### config.mk
export PLATFORM = sky130hd
export DESIGN_NAME = ahb_fixed_arbiter
export DESIGN_NICKNAME = d
export VERILOG_FILES = /design/src/rtl/arb_pkg.sv /design/src/rtl/arb_prio_pick.sv /design/src/rtl/arb_onehot_enc.sv /design/src/rtl/arb_hold_timer.sv /design/src/rtl/ahb_fixed_arbiter.sv
export SDC_FILE = /design/constraint.sdc
export NUM_CORES = 1
export LEC_CHECK = 0
export BUFFER_PORTS_ARGS = -buffer_cell sky130_fd_sc_hd__buf_2
export CAP_MARGIN = 0
export CORE_MARGIN = 3
export CORE_UTILIZATION = 38
export DETAILED_ROUTE_END_ITERATION = 8
export GPL_TIMING_DRIVEN = 0
export REMOVE_ABC_BUFFERS = 1
export SLEW_MARGIN = 15
export SYNTH_ARGS = -nofsm -noshare
export SYNTH_HDL_FRONTEND = slang
export SYNTH_SLANG_ARGS = --single-unit
### constraint.sdc
create_clock -name clk -period 2.09 [get_ports clk]
set_input_delay 0.1045 -clock clk [delete_from_list [all_inputs] [get_ports clk]]
set_output_delay 0.1045 -clock clk [all_outputs]
set_load 0.05 [all_outputs]
### src/rtl/arb_pkg.sv
// Shared definitions for the bus arbiter.
// Assumes the two-bit transfer-type encoding with IDLE as 2'b00.
package arb_pkg;
    typedef enum logic [1:0] {
        XFER_IDLE   = 2'b00,
        XFER_BUSY   = 2'b01,
        XFER_NONSEQ = 2'b10,
        XFER_SEQ    = 2'b11
    } xfer_e;
endpackage

### src/rtl/arb_prio_pick.sv
// Fixed-priority picker: returns a one-hot vector with the lowest-index set bit of cand.
// Assumes index 0 carries the highest priority. Pure combinational.
module arb_prio_pick #(
    parameter int N = 4
) (
    input  logic [N-1:0] cand,
    output logic [N-1:0] pick,
    output logic         any
);
    logic [N:0] blocked;

    assign blocked[0] = 1'b0;
    assign any        = |cand;

    // Ripple a "someone above already won" flag down the priority chain.
    for (genvar i = 0; i < N; i++) begin : g_chain
        assign pick[i]      = cand[i] & ~blocked[i];
        assign blocked[i+1] = blocked[i] | cand[i];
    end
endmodule

### src/rtl/arb_onehot_enc.sv
// One-hot to binary encoder for the grant vector.
// Assumes at most one input bit is set.
module arb_onehot_enc #(
    parameter int N   = 4,
    localparam int IW = (N > 1) ? $clog2(N) : 1
) (
    input  logic [N-1:0]  oh,
    output logic [IW-1:0] idx
);
    // OR together the index of every set bit.
    always_comb begin
        idx = '0;
        for (int i = 0; i < N; i++) begin
            if (oh[i]) idx = idx | IW'(i);
        end
    end
endmodule

### src/rtl/arb_hold_timer.sv
// Ownership timer: counts active transfer cycles of the current owner.
// Clears when the grant changes and saturates at MAX_HOLD.
// Assumes handover is signalled in the same cycle as the grant register update.
module arb_hold_timer #(
    parameter int N        = 4,
    parameter int MAX_HOLD = 8,
    localparam int CW      = $clog2(MAX_HOLD + 1)
) (
    input  logic         clk,
    input  logic         rst_n,
    input  logic         handover,
    input  logic         bus_active,
    input  logic [N-1:0] grant,
    output logic         expired
);
    logic [CW-1:0] cnt;

    // Count the owner's non-IDLE cycles and restart on every change of owner.
    always_ff @(posedge clk) begin
        if (!rst_n)                                cnt <= '0;
        else if (handover)                         cnt <= '0;
        else if (bus_active && cnt != CW'(MAX_HOLD)) cnt <= cnt + 1'b1;
    end

    assign expired = (cnt == CW'(MAX_HOLD));

    // a fresh owner starts with a cleared count
    a_r7_clear_on_handover: assert property (@(posedge clk) disable iff (!rst_n)
        !$stable(grant) |-> cnt == '0);

    // the count never passes the limit
    a_r7_saturate: assert property (@(posedge clk) disable iff (!rst_n)
        cnt <= CW'(MAX_HOLD));

    // IDLE cycles without handover leave the count unchanged
    a_r7_idle_no_count: assert property (@(posedge clk) disable iff (!rst_n)
        (!bus_active && !handover) |=> $stable(cnt));
endmodule

### src/rtl/ahb_fixed_arbiter.sv
// Fixed-priority arbiter for NUM_MASTERS bus masters with an ownership timeout.
// Master 0 has the highest priority. The default master parks the bus when idle.
// Grants move only on edges with hready high. owner_id tracks the address-phase owner.
// Assumes req is synchronous to clk. Reset is synchronous, active low.
module ahb_fixed_arbiter #(
    parameter int NUM_MASTERS    = 4,
    parameter int MAX_HOLD       = 8,
    parameter int DEFAULT_MASTER = 0,
    localparam int IW = (NUM_MASTERS > 1) ? $clog2(NUM_MASTERS) : 1
) (
    input  logic                   clk,
    input  logic                   rst_n,
    input  logic [NUM_MASTERS-1:0] req,
    input  logic                   hready,
    input  logic [1:0]             htrans,
    output logic [NUM_MASTERS-1:0] grant,
    output logic [IW-1:0]          owner_id
);
    import arb_pkg::*;

    localparam logic [NUM_MASTERS-1:0] DEF_OH = NUM_MASTERS'(1) << DEFAULT_MASTER;

    logic [NUM_MASTERS-1:0] cand_mask;
    logic [NUM_MASTERS-1:0] cand;
    logic [NUM_MASTERS-1:0] pick;
    logic                   pick_any;
    logic [NUM_MASTERS-1:0] grant_nxt;
    logic [IW-1:0]          grant_idx;
    logic                   expired;
    logic                   others_wait;
    logic                   bus_active;

    assign bus_active  = (xfer_e'(htrans) != XFER_IDLE);
    assign others_wait = |(req & ~grant);

    // Exclude an expired owner while someone else is waiting.
    always_comb begin
        cand_mask = (expired && others_wait) ? ~grant : '1;
        cand      = req & cand_mask;
    end

    arb_prio_pick #(.N(NUM_MASTERS)) u_pick (
        .cand (cand),
        .pick (pick),
        .any  (pick_any)
    );

    // Choose the next owner; hold unless the bus is ready.
    always_comb begin
        if (!hready)       grant_nxt = grant;
        else if (pick_any) grant_nxt = pick;
        else               grant_nxt = DEF_OH;
    end

    // Grant register, parked on the default master at reset.
    always_ff @(posedge clk) begin
        if (!rst_n) grant <= DEF_OH;
        else        grant <= grant_nxt;
    end

    arb_onehot_enc #(.N(NUM_MASTERS)) u_enc (
        .oh  (grant),
        .idx (grant_idx)
    );

    // Owner number moves into the address phase on each ready edge.
    always_ff @(posedge clk) begin
        if (!rst_n)      owner_id <= IW'(DEFAULT_MASTER);
        else if (hready) owner_id <= grant_idx;
    end

    arb_hold_timer #(.N(NUM_MASTERS), .MAX_HOLD(MAX_HOLD)) u_timer (
        .clk        (clk),
        .rst_n      (rst_n),
        .handover   (grant_nxt != grant),
        .bus_active (bus_active),
        .grant      (grant),
        .expired    (expired)
    );

    // exactly one grant bit
    a_r2_single_grant: assert property (@(posedge clk) disable iff (!rst_n)
        $countones(grant) == 1);

    // no handover without ready
    a_r3_hold_not_ready: assert property (@(posedge clk) disable iff (!rst_n)
        !hready |=> $stable(grant));

    // park on the default master when nobody requests
    a_r5_park_idle: assert property (@(posedge clk) disable iff (!rst_n)
        (hready && req == '0) |=> grant == DEF_OH);

    // top-priority requester wins at a ready edge
    a_r4_top_wins: assert property (@(posedge clk) disable iff (!rst_n)
        (hready && req[0]) |=> grant[0] || $past(grant[0]));

    // expired owner with waiters is replaced
    a_r8_expiry_handover: assert property (@(posedge clk) disable iff (!rst_n)
        (hready && expired && others_wait) |=> grant != $past(grant));

    // sole requester keeps the bus
    a_r9_sole_keeps: assert property (@(posedge clk) disable iff (!rst_n)
        (hready && req == grant) |=> $stable(grant));

    // owner number follows the prior grant on ready edges
    a_r10_id_follows: assert property (@(posedge clk) disable iff (!rst_n)
        hready |=> owner_id == $past(grant_idx));
endmodule

==> results of run 1 <==
Yosys cell counts:
master      n  area (um2)
o221ai_1    1        8.76
ha_1        2        25.0
clkbuf_1    1        3.75
a311oi_1    1        8.76
a21oi_2     1        8.76
nor2b_1     5        31.3
a221o_1     1        10.0
o41ai_2     1        16.3
a31oi_1     1        6.26
nand3b_1    1        7.51
a21oi_1     4        20.0
inv_1       7        26.3
nand3_1     1        5.00
a32oi_1     2        17.5
dfxtp_1    10         200
nor2_1      7        26.3
nand2_1     6        22.5
xnor2_1     1        8.76
o2111ai_1   2        17.5
a211oi_1    1        7.51
a221oi_1    1        8.76
buf_2       1        5.00
and3b_1     1        8.76
a22oi_1     1        7.51
buf_6       1        11.3
o31ai_1     1        7.51
nand4_1     1        6.26
nor3_1      1        5.00
o211ai_1    3        22.5
a21boi_1    3        22.5
o311a_1     1        10.0
o21ai_1     2        10.0
o22ai_1     1        6.26
nand4_2     1        12.5
nor3b_2     1        12.5
and4b_2     1        11.3
a22o_1      1        8.76
o21ai_0     9        45.0
nor2b_2     1        8.76
o21a_1      1        7.51
xor2_1      1        8.76
o311ai_1    1        8.76
logic make-up after synthesis:
family,count (synthesis),synth area share [%]
compound gates,40,39.1
xor+xnor,2,2.39
fa+ha+maj,2,3.41
buf+inv,10,6.31
flops,10,27.3
simple gates,27,21.5
repair_timing:
action | 4_1_cts | 5_1_grt
cloned | 0 | 1
hold endpoints to repair | 0 | 0
resized for setup | 1 | 6
pin swaps | 0 | 6
setup endpoints to repair | 4 | 4
setup buffers | 0 | 3
per-stage QoR:
stage / total power, W / utilization (%) / instances
4_1_cts: 0.000440 / 47.0 / 130
6_report: 0.000441 / 50.1 / 134
3_5_place_dp: 0.000311 / 45.7 / 127
3_3_place_gp: 0.000311 / 45.7 / 127
2_1_floorplan: 0.000277 / - / 88
5_1_grt: 0.000473 / 50.1 / 134
flip-flops by register name, summed over array words and instances (netlist names):
signal	count
u_timer.cnt	4
grant	4
owner_id	2
final cells by class:
type	instances	area [um2]	share of cell area [%]
inverters	7	26.3	2.94
clock buffers	3	22.5	2.52
multi-input cells	72	515	57.7
well taps	25	31.3	3.50
repair buffers	17	92.6	10.4
flip-flops and latches	10	205	23.0
cells in the final DEF, fill, tap and decap left out, types with 2 or more instances in the layout:
cell type  count
o21ai_1        2
o21ai_0        9
clkbuf_4       3
nor2b_1        5
a32oi_1        2
buf_2         14
o211ai_1       3
nor2_1         7
a21boi_1       3
o2111ai_1      2
inv_1          7
buf_4          3
a21oi_1        4
dfxtp_1        8
nand2_1        6
power breakdown:
group          total, W  internal (W)  switching [W]
clock network  0.000127     0.0000663      0.0000609
registers      0.000210      0.000200      0.0000101
logic          0.000104     0.0000351      0.0000686
worst min path at each step:
stage | from | to | slack (ns) | cells past startpoint
after CTS | rst_n | grant[0]$_SDFF_PN1_ | 0.07 | 2
after global placement | rst_n | grant[0]$_SDFF_PN1_ | 0.35 | 2
final | rst_n | grant[0]$_SDFF_PN1_ | 0.08 | 2
after global routing | rst_n | grant[0]$_SDFF_PN1_ | 0.07 | 2
after floorplan | rst_n | grant[0]$_SDFF_PN1_ | 0.18 | 1
after detailed placement | rst_n | grant[0]$_SDFF_PN1_ | 0.35 | 2
routing by layer:
metal,global-route usage [%],vias to the layer above,wire (um)
met5,0,-,0
met4,6.45,0,25
met3,3.93,4,114
met2,22.7,27,778
met1,21.5,356,921
li1,-,389,-
==> reports/results.txt, run 1 <==
first-pass GRT wire length -> 3.04 mm
WP data required -> 2.28 ns
R2R setup slack -> 0.18 ns
Critical Path Sink Type -> register
kind of start point of the critical path -> register
Slew headroom -> 69.2%
Area Overhead vs Synth -> 21.8%
critical path's top delay family -> simple AND/OR/NAND/NOR gates
n_diodes -> 0
Clock Tree Root -> clkbuf_4
setup ws final -> 0.175 ns
Tmin final -> 1.91 ns
GR Overflow Total -> 0
CP bufs+invs -> 1
initial antenna violation count -> 0
status -> finished, final reports clean
VDD IR-drop max -> 0.282 mV
Seq cells post-synth -> 10
final setup fails -> 0
Fin Setup TNS -> 0 ns
Clk pin slew, worst setup/hold paths -> 0.06 ns
Fill cells -> 188
overall routed net length -> 1.84 mm
CP max stage delay -> 0.36 ns
Placer Congestion -> 0.859
post-placement cell area -> 815 um2
# IOs -> 15
DIE AREA -> 2490 um2
Vias/cell -> 5.79
worst r2r src -> u_timer.cnt[0]$_SDFFE_PP0P_
Max-Cap Viols -> 0
cts bufs inserted -> 3
CTS Hold Bufs -> 0
Die X -> 49.9 um
share of cells above drive strength 1 -> 28.4%
Routed wire per std cell -> 13.7 um
Worst setup startpoint -> u_timer.cnt[0]$_SDFFE_PP0P_
Layout Nets -> 122
hold crit path type -> in2reg
DRT antenna net count -> 0
CP Capture Point -> u_timer.cnt[1]$_SDFFE_PP0P_
TritonCTS Sinks -> 10
TritonRoute pass-1 iters -> 4
TritonCTS clock tree -> yes
Leak Pwr -> 0.339 nW
period utilization -> 91.6%
final routed DRC violation total -> 0
critical-path cell list -> inv_1 > ha_2 > and3b_2 > o21a_1 > o311a_1 > nor3b_2 > nand4_2 > a21oi_2
gr usage total -> 15.6%
Cell variety after synth -> 42
Worst-Skew Late Latency -> 0.26 ns
Crit Path Max Fanout -> 5
Critical Path AT -> 2.10 ns
FF-to-FF path depth -> 8
sequential fraction of the synthesis area -> 27.3%
final hold violations -> 0
Fmax achieved -> 522 MHz
max-slew violations -> 0
post-route cell area -> 893 um2
area of the core -> 1780 um2
initial core utilization -> 41.1%
Post-DP HPWL -> 1.26 mm
Clock Skews -> 0.00135 ns
Hold Slack -> 0.0843 ns
synthesized area -> 733 um2
RSZ-0062 raised after global routing -> false
Power Dens Cells -> 494 nW/um2
Mean Syn Cell Area -> 8.06 um2
reg2reg end -> u_timer.cnt[1]$_SDFFE_PP0P_
Worst path depth -> 8
Setup CP Type -> reg2reg
H-tree levels -> 1
Crit-path slowest cell -> dfxtp_4
largest net degree at the start of global routing -> 13
Worst Tran Pin Value -> 0.461 ns
floorplan die height -> 49.9 um
vias post-DR -> 776
Synth Instances -> 91
std cell rows -> 15
Yosys Warn Count -> 0
vias in the first global route -> 665
pre-CTS WS -> 0.00972 ns
port buffer count -> 14
initial detailed-routing violation count -> 24
Max clock buf depth -> 2
Note: power is estimated with default switching activity, not from simulation.
==> run 2: changes to the inputs <==
Settings changed: CORE_UTILIZATION 38 to 52, PLACE_DENSITY set to 0.76.
==> reports/results.txt, run 2 (synthesis results as in run 1) <==
status -> finished, final reports clean
TritonRoute pass-1 iters -> 4 (unchanged)
Clk pin slew, worst setup/hold paths -> 0.07 ns (about the same)
Post-DP HPWL -> 1.25 mm (-1.5%)
Worst-Skew Late Latency -> 0.27 ns (about the same)
Slew headroom -> 69.6% (+0.37 points)
std cell rows -> 12 (-3)
Leak Pwr -> 0.343 nW (+1.3%)
min-delay src -> rst_n
Critical Path AT -> 2.17 ns (+0.07 ns)
max-slew violations -> 0 (unchanged)
period utilization -> 94.3% (+2.7 points)
Clock Tree Root -> clkbuf_4
gr usage total -> 18.6% (+3.1 points)
port buffer count -> 14 (unchanged)
RSZ-0062 raised after global routing -> false
final setup fails -> 0 (unchanged)
cts bufs inserted -> 3 (unchanged)
initial core utilization -> 60.3% (+19 points)
Clock Skews -> 0.000703 ns (-0.000648 ns)
hold crit path type -> in2reg
area of the core -> 1220 um2 (-32%)
Power Dens Cells -> 555 nW/um2 (+12%)
share of cells above drive strength 1 -> 29.1% (+0.65 points)
kind of start point of the critical path -> register
final routed DRC violation total -> 0 (unchanged)
most common cell after layout, fill and taps aside -> buf_2
VDD IR-drop max -> 0.417 mV (+48%)
WP data required -> 2.29 ns (about the same)
vias in the first global route -> 572 (-14%)
initial antenna violation count -> 0 (unchanged)
worst r2r src -> u_timer.cnt[0]$_SDFFE_PP0P_
Critical Path Sink Type -> register
final hold violations -> 0 (unchanged)
Routed wire per std cell -> 13.9 um (+1.4%)
Placer Congestion -> 0.890 (+3.6%)
Crit Path Max Fanout -> 8 (+3)
first-pass GRT wire length -> 2.73 mm (-10%)
most frequent cells in the layout -> 14 x buf_2, 9 x o21ai_0, 8 x dfxtp_1, 7 x inv_1, 7 x nor2_1
TritonCTS Sinks -> 10 (unchanged)
DRT antenna net count -> 0 (unchanged)
Layout Nets -> 122 (unchanged)
Post-Route Utilization -> 72.2% (+22 points)
setup ws final -> 0.120 ns (-0.0555 ns)
Fmax achieved -> 508 MHz (-2.8%)
Worst Tran Pin Value -> 0.452 ns (-0.00952 ns)
pre-CTS WS -> -0.0191 ns (-0.0288 ns)
vias post-DR -> 771 (-0.64%)
Layout Cells excl Fill -> 124 (-7.5%)
Fill cells -> 116 (-38%)
n_diodes -> 0 (unchanged)
R2R setup slack -> 0.12 ns (-0.06 ns)
# IOs -> 15 (unchanged)
floorplan die height -> 43.6 um (-13%)
Max clock buf depth -> 2 (unchanged)
initial detailed-routing violation count -> 30 (+25%)
Setup CP Type -> reg2reg
top flop regs -> grant (4), u_timer.cnt (4), owner_id (2)
TritonCTS clock tree -> yes
Tmin final -> 1.97 ns (+0.0555 ns)
Area Overhead vs Synth -> 19.8%
DIE AREA -> 1900 um2 (-24%)
GR Overflow Total -> 0 (unchanged)
Placed Instances -> 116 (-8.7%)
largest net degree at the start of global routing -> 13 (unchanged)
Worst setup startpoint -> u_timer.cnt[0]$_SDFFE_PP0P_
Max-Cap Viols -> 0 (unchanged)
overall routed net length -> 1.73 mm (-6.2%)
Die X -> 43.6 um (-13%)
Vias/cell -> 6.22 (+7.4%)
H-tree levels -> 1 (unchanged)
## run 2: cell types whose count changed in the layout (fill, tap and decap cells not counted), sizes merged
cell    previous run  this run
clkbuf             3         4
and3b              2         1
buf               17        18
## run 2: final cells by class
cell class	count	area, um2	area share (%)
Inverter	7	26.3	2.99
Sequential cell	10	205	23.4
Tap cell	14	17.5	1.99
Timing Repair Buffer	18	100	11.4
Clock buffer	4	36.3	4.13
Multi-Input combinational cell	71	493	56.1
## run 2: stage by stage
| step | TNS, ns | area (um2) | hold WS [ns] | total power (W) |
|---|---|---|---|---|
| detailed placement | -0.0610 | 801 | 0.355 | 0.000311 |
| finish | 0 | 878 | 0.0721 | 0.000488 |
| global route | 0 | 878 | 0.115 | 0.000513 |
| global placement | 0 | 801 | 0.346 | 0.000310 |
| CTS | 0 | 838 | 0.0750 | 0.000488 |
| floorplan | 0 | 713 | 0.184 | 0.000277 |
## run 2: worst paths after layout
check                           endpoint  cells past startpoint
max          u_timer.cnt[1]$_SDFFE_PP0P_                      8
min                  grant[0]$_SDFF_PN1_                      2
max reg2reg  u_timer.cnt[1]$_SDFFE_PP0P_                      8
min reg2reg     owner_id[0]$_SDFFE_PN0P_                      2
## run 2: power by group
group	internal (W)	switching [W]	total, W
sequential	0.000200	0.0000107	0.000211
combinational	0.0000346	0.0000659	0.000101
clock	0.000106	0.0000708	0.000177
## run 2: worst max-delay path, stage by stage, from the launching register on
cell and delay [ns]:
dfxtp_4 0.37, inv_1 0.04, ha_1 0.21, and3b_2 0.28, o21a_1 0.14, o311a_1 0.34
nor3b_2 0.20, nand4_2 0.18, a21oi_2 0.14
## run 2: timing repair
action / CTS / global route
hold buffers: 0 / 0
gates resized for setup: 1 / 4
buffers inserted: 0 / 4
setup endpoints to repair: 4 / 4
pin swaps: 0 / 4
## run 2: per-layer routing
layer | GRT usage [%] | wire length [um] | share of wire (%) | vias to the layer above
li1 | - | - | - | 391
met1 | 30.4 | 904 | 52 | 344
met2 | 24.4 | 667 | 39 | 34
met3 | 2.49 | 136 | 7.9 | 2
met4 | 5.42 | 17 | 0.99 | 0
met5 | 0 | 0 | 0 | -
==> run 3: changes to the inputs <==
Settings changed: CAP_MARGIN 0 to not set, CELL_PAD_IN_SITES_DETAIL_PLACEMENT set to 1, CELL_PAD_IN_SITES_GLOBAL_PLACEMENT set to 2, CORE_UTILIZATION 52 to 30, PLACE_DENSITY 0.76 to not set, PLACE_DENSITY_LB_ADDON set to 0.1.
==> reports/results.txt, run 3 (synthesis results as in run 1) <==
top flop regs -> grant (4), u_timer.cnt (4), owner_id (2)
FF-to-FF path depth -> 8 (unchanged)
met3 Use GR -> 4.67% (+2.2 points)
vias in the first global route -> 757 (+32%)
Fill cells -> 291 (+150%)
Worst-Skew Late Latency -> 0.27 ns (about the same)
final hold violations -> 0 (unchanged)
worst r2r src -> u_timer.cnt[0]$_SDFFE_PP0P_
setup ws final -> 0.138 ns (+0.0182 ns)
Layout Nets -> 121 (-0.82%)
period utilization -> 93.4% (-0.87 points)
Crit-path slowest cell -> dfxtp_2
Routed wire per std cell -> 15.4 um (+10%)
Setup CP Type -> reg2reg
Max clock buf depth -> 2 (unchanged)
cts bufs inserted -> 3 (unchanged)
area of the core -> 2250 um2 (+85%)
Fin Setup TNS -> 0 ns (unchanged)
Crit Path Max Fanout -> 6 (-2)
initial core utilization -> 32.5% (-28 points)
Clk pin slew, worst setup/hold paths -> 0.07 ns (about the same)
gr busiest metal -> met2
WP data required -> 2.29 ns (about the same)
GRT met2 Usage -> 25.5% (+1.1 points)
GR Overflow Total -> 0 (unchanged)
TritonCTS clock tree -> yes
Power Dens Cells -> 550 nW/um2 (-1.0%)
cell depth of the worst hold path -> 2 (unchanged)
R2R setup slack -> 0.14 ns (+0.02 ns)
Vias/cell -> 5.74 (-7.6%)
most frequent cells in the layout -> 14 x buf_2, 9 x o21ai_0, 8 x dfxtp_1, 7 x inv_1, 7 x nor2_1
# IOs -> 15 (unchanged)
Tmin final -> 1.95 ns (-0.0182 ns)
CP max stage delay -> 0.36 ns (about the same)
H-tree levels -> 1 (unchanged)
reg2reg end -> u_timer.cnt[1]$_SDFFE_PP0P_
port buffer count -> 14 (unchanged)
Clock Tree Root -> clkbuf_4
most common cell after layout, fill and taps aside -> buf_2
Clock Skews -> 0.00528 ns (+0.00457 ns)
overall routed net length -> 2.10 mm (+22%)
multi-input logic area -> 499 um2 (+1.3%)
Critical Path Sink Type -> register
final setup fails -> 0 (unchanged)
Critical Path AT -> 2.15 ns (-0.02 ns)
TritonCTS Sinks -> 10 (unchanged)
RSZ-0062 raised after global routing -> false
floorplan die height -> 55.4 um (+27%)
status -> finished, final reports clean
std cell rows -> 17 (+5)
Post-Route Utilization -> 39.6% (-33 points)
DRT antenna net count -> 0 (unchanged)
final routed DRC violation total -> 0 (unchanged)
first-pass GRT wire length -> 3.55 mm (+30%)
Fmax achieved -> 512 MHz (+0.93%)
CTS Hold Bufs -> 0 (unchanged)
initial antenna violation count -> 0 (unchanged)
hold crit path type -> in2reg
Leak Pwr -> 0.339 nW (-1.1%)
Max-Cap Viols -> 0 (unchanged)
initial detailed-routing violation count -> 9 (-70%)
kind of start point of the critical path -> register
CP bufs+invs -> 1 (unchanged)
Placer Congestion -> 0.774 (-13%)
Worst Tran Pin Value -> 0.505 ns (+0.0531 ns)
gr usage total -> 14.7% (-3.9 points)
worst hold endpoint -> grant[0]$_SDFF_PN1_
critical path's top delay family -> simple AND/OR/NAND/NOR gates
vias post-DR -> 787 (+2.1%)
Total Power -> 0.000490 W (+0.52%)
Slew headroom -> 66.3% (-3.3 points)
TritonRoute pass-1 iters -> 4 (unchanged)
M1 GR Usage -> 16.9% (-13 points)
Seq. cell area -> 203 um2 (-1.2%)
largest net degree at the start of global routing -> 11 (-2)
VDD IR-drop max -> 0.349 mV (-16%)
Area Overhead vs Synth -> 21.7%
max-slew violations -> 0 (unchanged)
Die X -> 55.4 um (+27%)
Post-DP HPWL -> 1.59 mm (+28%)
share of cells above drive strength 1 -> 27.5% (-1.6 points)
critical-path cell list -> inv_1 > ha_1 > and3b_2 > o21a_1 > o311a_1 > nor3b_2 > nand4_2 > a21oi_2
pre-CTS WS -> -0.136 ns (-0.117 ns)
DIE AREA -> 3070 um2 (+62%)
n_diodes -> 0 (unchanged)
min-delay src -> rst_n
==> run 3: cell types whose count changed in the layout (fill, tap and decap cells not counted), sizes merged <==
cell,previous run,this run
buf,18,17
==> run 3: routing by layer <==
metal	part of all wire, %	wire length (um)	vias up
li1	-	-	385
met1	42	887	371
met2	51	1070	29
met3	6.1	129	2
met4	0.57	12	0
met5	0	0	-
==> run 3: power breakdown <==
group          switching [W]  total, W  internal [W]
combinational      0.0000689  0.000103     0.0000339
sequential         0.0000107  0.000211      0.000200
clock              0.0000711  0.000177      0.000106
==> run 3: cell type report <==
type,instances,share of cell area [%]
multi-input combinational,71,56.0
sequential,10,22.7
timing repair buffer,17,10.4
clock buffer,4,4.07
tap,28,3.93
inverter,7,2.95
==> run 3: what timing repair did <==
action / 4_1_cts / 5_1_grt
setup endpoints to repair: 4 / 4
setup buffers: 3 / 0
pin swaps: 2 / 1
resized for setup: 1 / 3
hold endpoints to repair: 0 / 0
==> run 3: metrics by stage <==
step / cells / hold slack [ns] / area, um2
3_3_place_gp: 130 / 0.349 / 818
6_report: 137 / 0.0759 / 892
2_1_floorplan: 88 / 0.184 / 713
4_1_cts: 137 / 0.0642 / 878
5_1_grt: 137 / 0.0671 / 892
3_5_place_dp: 130 / 0.352 / 818
==> run 3: how the worst max path moves through the flow <==
stage	startpoint	cells after the start	endpoint	slack, ns
after CTS	u_timer.cnt[0]$_SDFFE_PP0P_	8	u_timer.cnt[1]$_SDFFE_PP0P_	0.06
after global placement	u_timer.cnt[0]$_SDFFE_PP0P_	8	u_timer.cnt[1]$_SDFFE_PP0P_	-0.12
after global routing	u_timer.cnt[0]$_SDFFE_PP0P_	8	u_timer.cnt[0]$_SDFFE_PP0P_	0.0006
after detailed placement	u_timer.cnt[0]$_SDFFE_PP0P_	8	u_timer.cnt[1]$_SDFFE_PP0P_	-0.14
after floorplan	grant[3]$_SDFF_PN0_	6	u_timer.cnt[0]$_SDFFE_PP0P_	0.07
final	u_timer.cnt[0]$_SDFFE_PP0P_	8	u_timer.cnt[1]$_SDFFE_PP0P_	0.14
